[src/rtl/zbt_store.sv]
module zbt_store #(
    parameter int ADDR_W = 6,
    parameter int BYTES  = 4,
    parameter int BYTE_W = 8
) (
    input  logic                    clk,
    input  logic                    rst_n,
    input  logic                    hold,
    input  logic                    cap,
    input  logic [ADDR_W-1:0]       acc_addr,
    input  logic [BYTES*BYTE_W-1:0] wdata,
    input  logic [BYTES-1:0]        wmask,
    output logic [BYTES*BYTE_W-1:0] rword
);
    localparam int DEPTH  = 1 << ADDR_W;
    localparam int WORD_W = BYTES * BYTE_W;

    logic [WORD_W-1:0] mem [DEPTH];
    logic              pend_vld;
    logic [ADDR_W-1:0] pend_addr;
    logic [WORD_W-1:0] pend_data;
    logic [BYTES-1:0]  pend_mask;
    logic              pend_hit;

    always_ff @(posedge clk or negedge rst_n) begin
        if (!rst_n) begin
            for (int i = 0; i < DEPTH; i++)
                mem[i] <= '0;
            pend_vld  <= 1'b0;
            pend_addr <= '0;
            pend_data <= '0;
            pend_mask <= '0;
        end else if (!hold) begin
            if (pend_vld) begin
                for (int b = 0; b < BYTES; b++)
                    if (pend_mask[b])
                        mem[pend_addr][b*BYTE_W +: BYTE_W] <= pend_data[b*BYTE_W +: BYTE_W];
            end
            pend_vld <= cap;
            if (cap) begin
                pend_addr <= acc_addr;
                pend_data <= wdata;
                pend_mask <= wmask;
            end
        end
    end

    assign pend_hit = pend_vld && (pend_addr == acc_addr);

    for (genvar g = 0; g < BYTES; g++) begin : g_merge
        assign rword[g*BYTE_W +: BYTE_W] = (pend_hit && pend_mask[g])
            ? pend_data[g*BYTE_W +: BYTE_W]
            : mem[acc_addr][g*BYTE_W +: BYTE_W];
    end
endmodule

[config.mk]
export PLATFORM = sky130hd
export DESIGN_NAME = zbt_store
export DESIGN_NICKNAME = d
export VERILOG_FILES = /design/src/rtl/zbt_store.sv
export SDC_FILE = /design/constraint.sdc
export NUM_CORES = 2
export LEC_CHECK = 0
export BUFFER_PORTS_ARGS = -buffer_cell sky130_fd_sc_hd__buf_2
export CORE_MARGIN = 8
export CORE_UTILIZATION = 50
export CTS_CLUSTER_SIZE = 16
export DETAILED_ROUTE_END_ITERATION = 16
export GPL_TIMING_DRIVEN = 1
export PLACE_DENSITY = 0.71
export SETUP_SLACK_MARGIN = 0.5
export SLEW_MARGIN = 5
export SYNTH_ARGS = -nofsm -noshare
export SYNTH_HDL_FRONTEND = slang
export SYNTH_SLANG_ARGS = --single-unit
export TNS_END_PERCENT = 5
[constraint.sdc]
create_clock -name clk -period 3.6 [get_ports clk]
set_input_delay 0.54 -clock clk [delete_from_list [all_inputs] [get_ports clk]]
set_output_delay 0.54 -clock clk [all_outputs]
set_load 0.1 [all_outputs]
==> summary.txt <==
Outcome = finished, violations left
Failing checks = setup timing
Reg power frac = 46.8%
Max-slew violation count = 0
Via count = 58,944
Vias per cell = 6.26
Syn Nets = 6,386
Number of DRC markers in iteration 0 = 5,533
Vias in the first global route = 62,496
Seq/Total Area, Yosys = 55.0%
Hpwl dp = 187,000 um
Post-route setup slack = -0.150 ns
Number of synthesized flops with an enable pin = 0
Logic pwr share = 12.8%
Async S/R FF share, synth = 100%
CTS clk-pin slew, worst paths = 0.06 ns
Post-Syn Area = 95,100 um2
RSZ-0062 raised after global routing = true
Area grow syn2layout = 15.9%
Final worst path period need = 3.75 ns
Sw Share = 25.7%
Die width = 452 um
Buffers added on ports = 77
Worst R2R End = mem[1268]
Clock tree buffer depth = 3
Top-area cell type share of the netlist area = 55.0%
Post-route cell area = 110,000 um2
Die span in y = 452 um
Worst Path Arrival = 3.21 ns
# DRC = 0
Synth area leaders = dfrtp_1, mux2_2, mux4_2
Ports = 78
Full die area = 204,000 um2
Setup TNS Final = -0.398 ns
CP Data Required Time = 3.06 ns
Core area = 190,000 um2
H-tree Lvls = 4
Clk root buf = clkbuf_16
Placed Area = 102,000 um2
Share of cells above drive strength 1 = 51.6%
First-pass GRT wire length = 417,000 um
GP Congestion = 0.921
Clock sink count = 2,091
Initial antenna violation count = 9
Max-Cap Viols = 0
#FFs+latches synth = 2,091
Synthesis Warnings = 0
Total track usage = 26.9%
CP Capture Point = rword[10]
Top cell type by total area after synthesis = dfrtp_1
Clock Power Share = 40.4%
Layout Utilization = 58.1%
Global route overflow = 0
P_sw = 14,600 uW
Worst Reg-to-Reg Cells = 5
Worst hold path type = input port to register
Final WL = 276,000 um
CTS tree = built
Num CTS Buffers = 215
Clock Skews = 0.0356 ns
Pleak = 0.0527 uW
Initial core utilization = 50.2%
Pwr dens = 517 nW/um2
Worst VDD drop = 0.481 mV
Worst Setup End Kind = primary output
Worst R2R Setup Slack = 0.59 ns
Peak Freq = 267 MHz
Fin. Hold Viols = 0
Critical path class = register to primary output
Synth unique cells = 62
Hold Path Depth = 2
Drt wl/cell = 29.3 um
Nets = 6,770
Antenna-violating nets left = 0
Final setup fails = 6
Worst-Margin Slew = 1.21 ns
Row count = 160
Worst-Skew Late Latency = 0.86 ns
Worst r2r src = pend_addr[2]
Internal = 42,300 uW
Largest net degree at the start of global routing = 160
Fin crit share = 104%
Avg Cell Area, Syn = 15.0 um2
Crit path max fanout = 2
Total power = 57,000 uW
Slew headroom = 19.4%
CP Launch Type = register
Worst Setup SP = mem[1802]
Syn Inst Count = 6,340
First-pass iteration count of the detailed router = 8
Top_reg_cell synth = dfrtp_1
-- state kept, by name, indices dropped and copies added, names as in the netlist --
name / flops
mem: 2048
pend_data: 32
pend_addr: 6
pend_mask: 4
pend_vld: 1
-- metrics by stage --
step	std cells	hold WS, ns	setup WS, ns
6_report	9420	0.0210	-0.150
5_1_grt	9419	0.0135	-0.221
4_1_cts	9410	0.00252	-0.196
3_5_place_dp	8982	0.390	-0.148
3_3_place_gp	8982	0.389	-0.172
2_1_floorplan	6340	0.244	0.243
-- critical path: stages, from the launching register on --
cell	delay, ns
dfrtp_1	0.40
mux4_2	0.49
mux4_2	0.47
nor2b_2	0.17
a211oi_2	0.28
a31oi_2	0.09
mux2_4	0.31
buf_12	0.17
-- cells in the mapped netlist, types with 11 or more instances --
| cell | instances |
|---|---|
| nand2_1 | 257 |
| a31oi_1 | 25 |
| a221oi_1 | 16 |
| and2_1 | 11 |
| nand4_1 | 13 |
| nor2_1 | 239 |
| nor3_1 | 25 |
| clkbuf_1 | 306 |
| mux2_2 | 2078 |
| mux4_2 | 409 |
| nor2b_1 | 16 |
| buf_1 | 16 |
| a22oi_1 | 119 |
| dfrtp_1 | 2091 |
| mux2i_1 | 255 |
| buf_4 | 39 |
| a22o_1 | 12 |
| buf_6 | 11 |
| and3_1 | 16 |
| o22ai_1 | 45 |
| nand3_1 | 60 |
| a21oi_1 | 34 |
| o21ai_0 | 42 |
| o211ai_1 | 11 |
| buf_2 | 92 |
-- cell usage in the layout (no fill, tap or decap), types with 49 or more instances in the layout --
cell       count
a22oi_1      112
buf_12       104
buf_4        445
clkbuf_16    218
clkbuf_8      49
dfrtp_1     2055
mux2_2      2076
mux2i_1      251
mux4_2       410
nand2_1      252
nand3_1       58
nor2_1       234
-- cell families after synthesis --
| kind of cell | synth area share [%] |
|---|---|
| multiplexers | 37.0 |
| flip-flops | 55.0 |
| AND/OR/NAND/NOR | 3.04 |
| buffers and inverters | 2.24 |
| AO/OA/AOI/OAI | 2.65 |
| XOR/XNOR | 0.0553 |
-- repair_timing --
item / CTS / global route
endpoints found under the hold margin: 406 / 0
pin swaps: 22 / 10
setup endpoints to repair: 32 / 32
hold buffers: 35 / 0
gates cloned: 0 / 0
resized for setup: 93 / 20
setup buffers: 1 / 0
-- area by class of cell --
cell class / instances / area [um2]
sequential: 2091 / 52400
clock inverter: 79 / 1050
inverter: 6 / 22.5
timing repair buffer: 633 / 6120
clock buffer: 313 / 6300
multi-input combinational: 3777 / 41200
fill: 14459 / 79400
antenna: 10 / 25.0
tap: 2511 / 3140
-- routing by layer --
layer | up-vias | routed length [um] | track usage, %
li1 | 24318 | - | -
met1 | 31790 | 114000 | 36.6
met2 | 2225 | 128000 | 41.9
met3 | 607 | 19900 | 5.49
met4 | 4 | 14400 | 12.3
met5 | - | 39 | 0
-- how the worst min path moves through the flow --
stage               slack, ns           end     start
finish                   0.02  pend_data[7]  wdata[7]
global route             0.01  pend_data[7]  wdata[7]
CTS                     0.003  pend_data[7]  wdata[7]
detailed placement       0.39      mem[739]     rst_n
global placement         0.39      mem[739]     rst_n
floorplan                0.24        mem[0]     rst_n
-- power by group through the flow --
stage | combinational (uW) | clock (uW) | sequential (uW)
after floorplan | 4720 | 0 | 26600
after global placement | 6940 | 0 | 26900
after detailed placement | 7130 | 0 | 27100
after CTS | 7270 | 23300 | 26700
after global routing | 7740 | 24300 | 26900
final | 7290 | 23000 | 26700
Note: power is estimated with default switching activity, not from simulation.
